<file path="src/rtl/tcd_pkg.sv">
package tcd_pkg;
  localparam int unsigned EP_W  = 16;
  localparam int unsigned IDX_W = 2;
  localparam int unsigned PAL_N = 1 << IDX_W;

  typedef struct packed {
    logic [7:0] r;
    logic [7:0] g;
    logic [7:0] b;
    logic [7:0] a;
  } rgba_t;

  function automatic logic [7:0] widen5(input logic [4:0] v);
    return {v, v[4:2]};
  endfunction

  function automatic logic [7:0] widen6(input logic [5:0] v);
    return {v, v[5:4]};
  endfunction

  // weight 2:1 toward a, truncated
  function automatic logic [7:0] third_mix(input logic [7:0] a, input logic [7:0] b);
    logic [9:0] s;
    logic [9:0] q;
    s = {1'b0, a, 1'b0} + {2'b00, b};
    q = s / 10'd3;
    return q[7:0];
  endfunction

  function automatic logic [7:0] half_mix(input logic [7:0] a, input logic [7:0] b);
    logic [8:0] s;
    s = {1'b0, a} + {1'b0, b};
    return s[8:1];
  endfunction
endpackage

</file>
<file path="src/rtl/tcd_endpoint_unpack.sv">
module tcd_endpoint_unpack
  import tcd_pkg::*;
(
  input  logic [EP_W-1:0] word_i,
  output rgba_t           color_o
);
  always_comb begin
    color_o.r = widen5(word_i[15:11]);
    color_o.g = widen6(word_i[10:5]);
    color_o.b = widen5(word_i[4:0]);
    color_o.a = 8'hFF;
  end
endmodule

</file>
<file path="src/rtl/tcd_palette_gen.sv">
module tcd_palette_gen
  import tcd_pkg::*;
(
  input  rgba_t              c0_i,
  input  rgba_t              c1_i,
  input  logic               punch_i,
  output rgba_t [PAL_N-1:0]  pal_o
);
  rgba_t mid_a, mid_b;

  always_comb begin
    if (punch_i) begin
      mid_a.r = half_mix(c0_i.r, c1_i.r);
      mid_a.g = half_mix(c0_i.g, c1_i.g);
      mid_a.b = half_mix(c0_i.b, c1_i.b);
      mid_a.a = 8'hFF;
      mid_b   = '0;
    end else begin
      mid_a.r = third_mix(c0_i.r, c1_i.r);
      mid_a.g = third_mix(c0_i.g, c1_i.g);
      mid_a.b = third_mix(c0_i.b, c1_i.b);
      mid_a.a = 8'hFF;
      mid_b.r = third_mix(c1_i.r, c0_i.r);
      mid_b.g = third_mix(c1_i.g, c0_i.g);
      mid_b.b = third_mix(c1_i.b, c0_i.b);
      mid_b.a = 8'hFF;
    end
  end

  assign pal_o[0] = c0_i;
  assign pal_o[1] = c1_i;
  assign pal_o[2] = mid_a;
  assign pal_o[3] = mid_b;
endmodule

</file>
<file path="src/rtl/tcd_texel_seq.sv">
module tcd_texel_seq #(
  parameter int unsigned NUM_TEXELS = 16,
  parameter int unsigned IDX_W      = 2,
  localparam int unsigned CNT_W     = $clog2(NUM_TEXELS),
  localparam int unsigned SEL_BITS  = NUM_TEXELS * IDX_W
) (
  input  logic                clk_i,
  input  logic                rst_ni,
  input  logic                in_valid_i,
  output logic                in_ready_o,
  input  logic [SEL_BITS-1:0] sel_i,
  output logic                load_o,
  output logic                out_valid_o,
  input  logic                out_ready_i,
  output logic [IDX_W-1:0]    sel_o,
  output logic                last_o
);
  logic                busy_q;
  logic [CNT_W-1:0]    cnt_q;
  logic [SEL_BITS-1:0] sel_q;
  logic                take;

  assign take        = busy_q & out_ready_i;
  assign last_o      = busy_q & (cnt_q == CNT_W'(NUM_TEXELS - 1));
  assign in_ready_o  = ~busy_q | (take & last_o);
  assign load_o      = in_valid_i & in_ready_o;
  assign out_valid_o = busy_q;
  assign sel_o       = sel_q[IDX_W-1:0];

  always_ff @(posedge clk_i or negedge rst_ni) begin
    if (!rst_ni) begin
      busy_q <= 1'b0;
      cnt_q  <= '0;
      sel_q  <= '0;
    end else if (load_o) begin
      busy_q <= 1'b1;
      cnt_q  <= '0;
      sel_q  <= sel_i;
    end else if (take) begin
      if (last_o) busy_q <= 1'b0;
      cnt_q <= cnt_q + 1'b1;
      sel_q <= sel_q >> IDX_W;
    end
  end
endmodule

</file>
<file path="src/rtl/tcd_tile_decoder.sv">
module tcd_tile_decoder
  import tcd_pkg::*;
#(
  parameter int unsigned TILE_DIM   = 4,
  localparam int unsigned NUM_TEXELS = TILE_DIM * TILE_DIM,
  localparam int unsigned TILE_W     = 2 * EP_W + NUM_TEXELS * IDX_W
) (
  input  logic              clk_i,
  input  logic              rst_ni,
  input  logic              in_valid_i,
  output logic              in_ready_o,
  input  logic [TILE_W-1:0] tile_i,
  output logic              out_valid_o,
  input  logic              out_ready_i,
  output logic [31:0]       out_rgba_o,
  output logic              out_last_o
);
  rgba_t              ep [2];
  rgba_t [PAL_N-1:0]  pal_d, pal_q;
  logic               punch;
  logic               load;
  logic [IDX_W-1:0]   sel;

  for (genvar e = 0; e < 2; e++) begin : g_ep
    tcd_endpoint_unpack u_unpack (
      .word_i  (tile_i[e*EP_W +: EP_W]),
      .color_o (ep[e])
    );
  end

  // equal endpoints fall into the transparent-entry palette
  assign punch = tile_i[EP_W-1:0] <= tile_i[2*EP_W-1:EP_W];

  tcd_palette_gen u_pal (
    .c0_i    (ep[0]),
    .c1_i    (ep[1]),
    .punch_i (punch),
    .pal_o   (pal_d)
  );

  tcd_texel_seq #(
    .NUM_TEXELS (NUM_TEXELS),
    .IDX_W      (IDX_W)
  ) u_seq (
    .clk_i       (clk_i),
    .rst_ni      (rst_ni),
    .in_valid_i  (in_valid_i),
    .in_ready_o  (in_ready_o),
    .sel_i       (tile_i[TILE_W-1:2*EP_W]),
    .load_o      (load),
    .out_valid_o (out_valid_o),
    .out_ready_i (out_ready_i),
    .sel_o       (sel),
    .last_o      (out_last_o)
  );

  always_ff @(posedge clk_i or negedge rst_ni) begin
    if (!rst_ni) pal_q <= '0;
    else if (load) pal_q <= pal_d;
  end

  assign out_rgba_o = pal_q[sel];
endmodule

</file>
<file path="config.mk">
export PLATFORM = sky130hd
export DESIGN_NAME = tcd_tile_decoder
export DESIGN_NICKNAME = d
export VERILOG_FILES = /design/src/rtl/tcd_pkg.sv /design/src/rtl/tcd_endpoint_unpack.sv /design/src/rtl/tcd_palette_gen.sv /design/src/rtl/tcd_texel_seq.sv /design/src/rtl/tcd_tile_decoder.sv
export SDC_FILE = /design/constraint.sdc
export NUM_CORES = 1
export LEC_CHECK = 0
export BUFFER_PORTS_ARGS = -buffer_cell sky130_fd_sc_hd__buf_2
export CAP_MARGIN = 25
export CORE_UTILIZATION = 50
export DETAILED_ROUTE_END_ITERATION = 12
export PLACE_DENSITY = 0.68
export SLEW_MARGIN = 30
export SYNTH_ARGS = -nofsm -noshare
export SYNTH_HDL_FRONTEND = slang
export SYNTH_SLANG_ARGS = --single-unit
</file>
<file path="constraint.sdc">
create_clock -name clk_i -period 3.3 [get_ports clk_i]
set_input_delay 0.165 -clock clk_i [delete_from_list [all_inputs] [get_ports clk_i]]
set_output_delay 0.165 -clock clk_i [all_outputs]
set_load 0.02 [all_outputs]
</file>
Word-level counts from Yosys, hierarchy flattened. Cells that the tools add are included.

Output and inout bits: 35. Register bits: 150. Input bits: 68.

Bitwise gates (word level): 6. Div/mod/pow operators: 6. Mux-type cells: 11. Magnitude comparators: 2. Eq/ne operators: 1. Reduce and logical (&&, ||, !) cells: 3. Add/sub/neg operators: 10.

Operator list (number): two-way mux 32 bit (5); binary-select mux 32 bit (select 2 bit) (1); adder 9 x 8 -> 10 bit (6); divider 10 x 2 -> 10 bit, second input constant (6); adder 8 x 8 -> 9 bit (3); <= comparator 16 bit (1); two-way mux 4 bit (2); adder 4 x 1 -> 4 bit, second input constant (1); bitwise AND 1 bit (4); equality test 4 bit, second input constant (1); nonzero test 2 bit (2); less-than comparator 2 x 3 -> 1 bit, second input constant (1); two-way mux 1 bit (3); AND reduction 2 bit (1); inverter 1 bit (1); OR 1 bit (1).

Logic depth before layout (Yosys ltp).
Depth after elaboration: 7. Gate-level depth with buffers: 22. Mapped depth without buffers: 20.

Modules after synthesis. A second synthesis with hierarchy kept.

Cells, all modules: 1838. Area, all modules: 16539.6 um^2.

By module, submodules not included: tcd_palette_gen (area each 8466.9 um^2, times used 1, seq. area each 0.0 um^2, cells each 1273); tcd_tile_decoder (area each 5899.4 um^2, times used 1, seq. area each 3203.1 um^2, cells each 365); tcd_texel_seq (area each 1685.4 um^2, times used 1, seq. area each 925.9 um^2, cells each 134); tcd_endpoint_unpack (area each 244.0 um^2, times used 2, seq. area each 0.0 um^2, cells each 33).

Worst setup path before layout. Ideal clock, no wire load.

Path type: input -> register. Start point: in tile_i[10]. End point: reg pal_q[112] (netlist name). Stages on the path: 21. Path buffers: 2. Slack: -1.445 ns. Arrival: 4.619 ns. Required time: 3.174 ns. Library setup time: 0.126 ns. Path through: ha_1 fa_1 a21o_1 a211o_1 a21oi_4 xor2_4 nor3_1 nor4_1 o41ai_2 o31ai_1 buf_6 nor2_1 a21oi_1 nor2_1 a21oi_1 ha_1 clkbuf_1 nor4b_1 nor2_1 a32o_1 a221o_1.

Longest elaborated chain between the ends: 3.

RTL lines: start: declaration (RTL line tcd_tile_decoder.sv:12) `input logic [TILE_W-1:0] tile_i,`; adder 9 x 8 -> 10 bit (RTL line tcd_pkg.sv:25) `s = {1'b0, a, 1'b0} + {2'b00, b};`; divider 10 x 2 -> 10 bit (RTL line tcd_pkg.sv:26) `q = s / 10'd3;`; two-way mux 32 bit * (RTL line tcd_palette_gen.sv:12) `if (punch_i) begin`; end signal: assignment (RTL line tcd_tile_decoder.sv:59) `else if (load) pal_q <= pal_d;`; end: declaration (RTL line tcd_tile_decoder.sv:19) `rgba_t [PAL_N-1:0] pal_d, pal_q;`.

Mark *: on every way between the ends. The rest lies on a longest branch, timed or not. A chain may end at the register's enable or synchronous reset.

Worst setup path in the final report.
Start point: in tile_i[5]. End point: reg pal_q[112] (netlist name).

Same word-level chain as after synthesis.

==> results.sh <==
export IMPL_status="finished, violations left"
export IMPL_violations="setup timing"
export IMPL_start_kind="primary input"
export IMPL_total_power_mw=12.0
export IMPL_cp_required_ns=3.61
export IMPL_setup_viol=10
export IMPL_fin_cells=2563
export IMPL_seq_area_um2=2980
export IMPL_hold_viol=0
export IMPL_die_y_um=168
export IMPL_ir_drop_mv=0.415
export IMPL_finalSetupTns_ns=-3.39
export IMPL_clockRootBuffer="clkbuf_16"
export IMPL_period_needed_ns=4.03
export IMPL_io_pins=103
export IMPL_clock_path_buffers=2
export IMPL_wire_per_inst_um=17.8
export IMPL_p_leak_nw=8.57
export IMPL_area_growth_pct=43.5
export IMPL_start_util_pct=50.9
export IMPL_cts_tree="built"
export IMPL_clk_pin_slew_ns=0.06
export IMPL_vias=15500
export IMPL_die_area_um2=28100
export IMPL_crit_path_end_kind="flip-flop"
export IMPL_coreArea_um2=27000
export IMPL_synth_top_family_by_area="compound AO/OA/AOI/OAI gates"
export IMPL_relSlewSlack_pct=43.2
export IMPL_synth_simple_area_share_pct=22.1
export IMPL_drv_slew=0
export IMPL_cts_num_sinks=119
export IMPL_cts_buffers=17
export IMPL_slowest_stage="a211oi_4"
export IMPL_clock_fmax_mhz=248
export IMPL_max_stage_delay_ns=0.36
export IMPL_drive_above_1_share_pct=38.2
export IMPL_tightest_slew_ns=0.852
export IMPL_power_density_nw_per_um2=611
export IMPL_finalClockSkew_ns=0.0134
export IMPL_rsz0062_at_grt="yes"
export IMPL_utilization_pct=73.0
export IMPL_cap_viol_max_count=0
export IMPL_finish_net_count=2357
export IMPL_worst_skew_pair_late_latency_ns=0.43
export IMPL_finalWirelength_um=45500
export IMPL_ys_types=115
export IMPL_yosys_warnings=0
export IMPL_place_inst=2481
export IMPL_fillers=2066
export IMPL_die_w_um=168
export IMPL_synth_area_per_cell_um2=7.82
export IMPL_first_global_vias=14800
export IMPL_synth_edff_count=0
export IMPL_synthAdderAreaFrac_pct=7.87
export IMPL_antenna_found_initial=0
export IMPL_dr_pass1_iters=7
export IMPL_cp_cell_sequence="buf_2 > ha_1 > a21o_1 > a211oi_2 > o21ba_2 > o21ai_0 > buf_4 > a211oi_4 > nor4_4 > o41ai_2 > buf_4 > o31a_1 > nor2_2 > nor2_1 > a21oi_1 > ha_2 > o22a_1 > nor2_1 > o21ai_1 > a32o_1 > a221o_1"
export IMPL_worstPathMaxFanout=5
export IMPL_fin_crit_sh_pct=122
export IMPL_synth_ff_type="dfrtp_1"
export IMPL_dp_slack_ns=-1.35
export IMPL_num_rows=60
export IMPL_hp_class="primary input to flip-flop"
export IMPL_drc=0
export IMPL_synth_area_um2=13700
export IMPL_diodes=0
export IMPL_io_buffer_count=102
export IMPL_gr_usage_all_layers_pct=31.3
export IMPL_seq_area_frac_synth_pct=21.7
export IMPL_synth_compound_area_share_pct=29.0
export IMPL_gp_congestion=0.934
export IMPL_ant_nets=0
export IMPL_synth_xor_area_share_pct=6.11
export IMPL_hpwl_um=32900
export IMPL_dr_first_iter_drc_count=1295
export IMPL_critPathArrivalTime_ns=4.34
export IMPL_fin_ws_ns=-0.729
export IMPL_detail_route_vias_per_cell=6.04
export IMPL_grt_max_degree=70
export IMPL_async_flop_share_pct=100
export IMPL_synthMuxAreaShare_pct=7.38
export IMPL_multiInputGateArea_um2=11200
export IMPL_netlist_instances=1753
export IMPL_syn_nets=1901
export IMPL_ys_ff_latch=119
export IMPL_grt_pass1_wl_um=72500
export IMPL_overflow=0
export IMPL_h_tree_depth=4
export IMPL_worstSetupPathType="primary input to flip-flop"
[report_power, final]
| group | switching [mW] | total (mW) | internal, mW |
|---|---|---|---|
| clock | 0.720 | 1.93 | 1.21 |
| sequential | 0.428 | 2.46 | 2.04 |
| combinational | 4.00 | 7.63 | 3.63 |
| total | 5.15 | 12.0 | 6.88 |
[cell type report]
type	count	share of cell area (%)
Clock buffer	19	2.25
Inverter	52	0.992
Timing Repair Buffer	564	21.5
Clock inverter	13	0.865
Sequential cell	119	15.2
Tap cell	341	2.17
Multi-Input combinational cell	1455	57.1
[logic make-up after synthesis]
kind of cell    Yosys count
mux                      70
fa+ha+maj                84
compound gates          568
buf+inv                 179
xor+xnor                 91
simple gates            642
flops                   119
[final timing paths]
| kind | from | endpoint | slack, ns | cells past startpoint |
|---|---|---|---|---|
| min in group asynchronous | rst_ni | pal_q[111]$_DFFE_PN0P_ | 0.39 | 2 |
| setup reg to reg | u_seq.cnt_q[0]$_DFFE_PN0P_ | u_seq.sel_q[1]$_DFFE_PN0P_ | 1.16 | 7 |
| max in group asynchronous | rst_ni | u_seq.sel_q[11]$_DFFE_PN0P_ | 1.99 | 3 |
| hold / removal | tile_i[58] | u_seq.sel_q[26]$_DFFE_PN0P_ | 0.04 | 3 |
| hold reg to reg | pal_q[70]$_DFFE_PN0P_ | pal_q[70]$_DFFE_PN0P_ | 0.47 | 1 |
| setup / recovery | tile_i[5] | pal_q[112]$_DFFE_PN0P_ | -0.73 | 21 |
[placed cells by master, fill, tap and decap left out, types with 8 or more instances in the layout]
cell,instances
nor2_2,8
o21a_1,11
a211o_1,10
ha_4,23
nand4_1,23
nor2_1,156
inv_1,50
mux2i_1,36
o31ai_1,18
ha_1,48
mux4_2,24
o22ai_1,9
a211oi_1,16
dfrtp_1,118
buf_4,442
or2_2,8
a22o_1,8
or3_1,8
nand3_1,38
o21ai_0,129
a31oi_1,17
clkbuf_16,18
nand2_1,224
xor2_1,23
xnor2_1,56
a211oi_2,10
a21oi_2,10
o21ai_1,20
o211ai_1,18
nor2b_1,10
buf_2,86
buf_6,23
a21oi_1,102
a21o_1,24
nor3_1,47
nor4_1,11
and2_1,10
[metal layers]
layer / wire [um] / vias up / track usage [%] / part of all wire (%)
met2: 22400 / 542 / 53.9 / 49
met5: 0 / - / 0 / 0
met3: 2640 / 70 / 3.83 / 5.8
li1: - / 7404 / - / -
met4: 707 / 0 / 7.74 / 1.6
met1: 19800 / 7458 / 41.5 / 43
[repair_timing]
action                                 4_1_cts  5_1_grt
setup endpoints to repair                   13       14
pin swaps                                   89       54
endpoints found under the hold margin       65        0
gates cloned                                 0        1
hold buffers                                 3        0
setup buffers                               35       14
resized for setup                          113       77
[worst max-delay path, delay by kind of cell]
family	cells	cell delay, ns
AO/OA/AOI/OAI	12	2.66
AND/OR/NAND/NOR	4	0.36
buffers and inverters	3	0.48
adder cells (fa/ha/maj)	2	0.65
[flip-flops by register name (all words and copies together), names as in the netlist]
signal / count
u_seq.out_valid_o: 1
u_seq.sel_q: 32
pal_q: 82
u_seq.cnt_q: 4
[stage by stage]
step                hold WS [ns]  instance area (um2)
floorplan                 -0.131                14400
global placement           0.312                17700
detailed placement         0.305                17700
CTS                       0.0303                19100
global route              0.0429                19700
finish                    0.0361                19700
[synthesized netlist by cell type (12+ instances only)]
cell type | instances | area share (%)
nand2_1 | 230 | 6.3
nor2_1 | 166 | 4.5
o21ai_0 | 145 | 5.3
dfrtp_1 | 119 | 22
a21oi_1 | 112 | 4.1
clkbuf_1 | 75 | 2.1
ha_1 | 75 | 6.8
xnor2_1 | 63 | 4.0
nor3_1 | 56 | 2.0
inv_1 | 51 | 1.4
nand3_1 | 44 | 1.6
mux2i_1 | 39 | 2.8
buf_2 | 26 | 0.95
a211oi_1 | 24 | 1.3
a21o_1 | 24 | 1.3
mux4_2 | 24 | 3.9
xor2_1 | 24 | 1.5
nand4_1 | 23 | 1.0
o31ai_1 | 22 | 1.2
a31oi_1 | 20 | 0.91
o211ai_1 | 18 | 0.99
nor4_1 | 17 | 0.78
and2_1 | 16 | 0.73
o21a_1 | 12 | 0.66
or3_1 | 12 | 0.55
No activity file was read; power rests on OpenSTA's default activity.
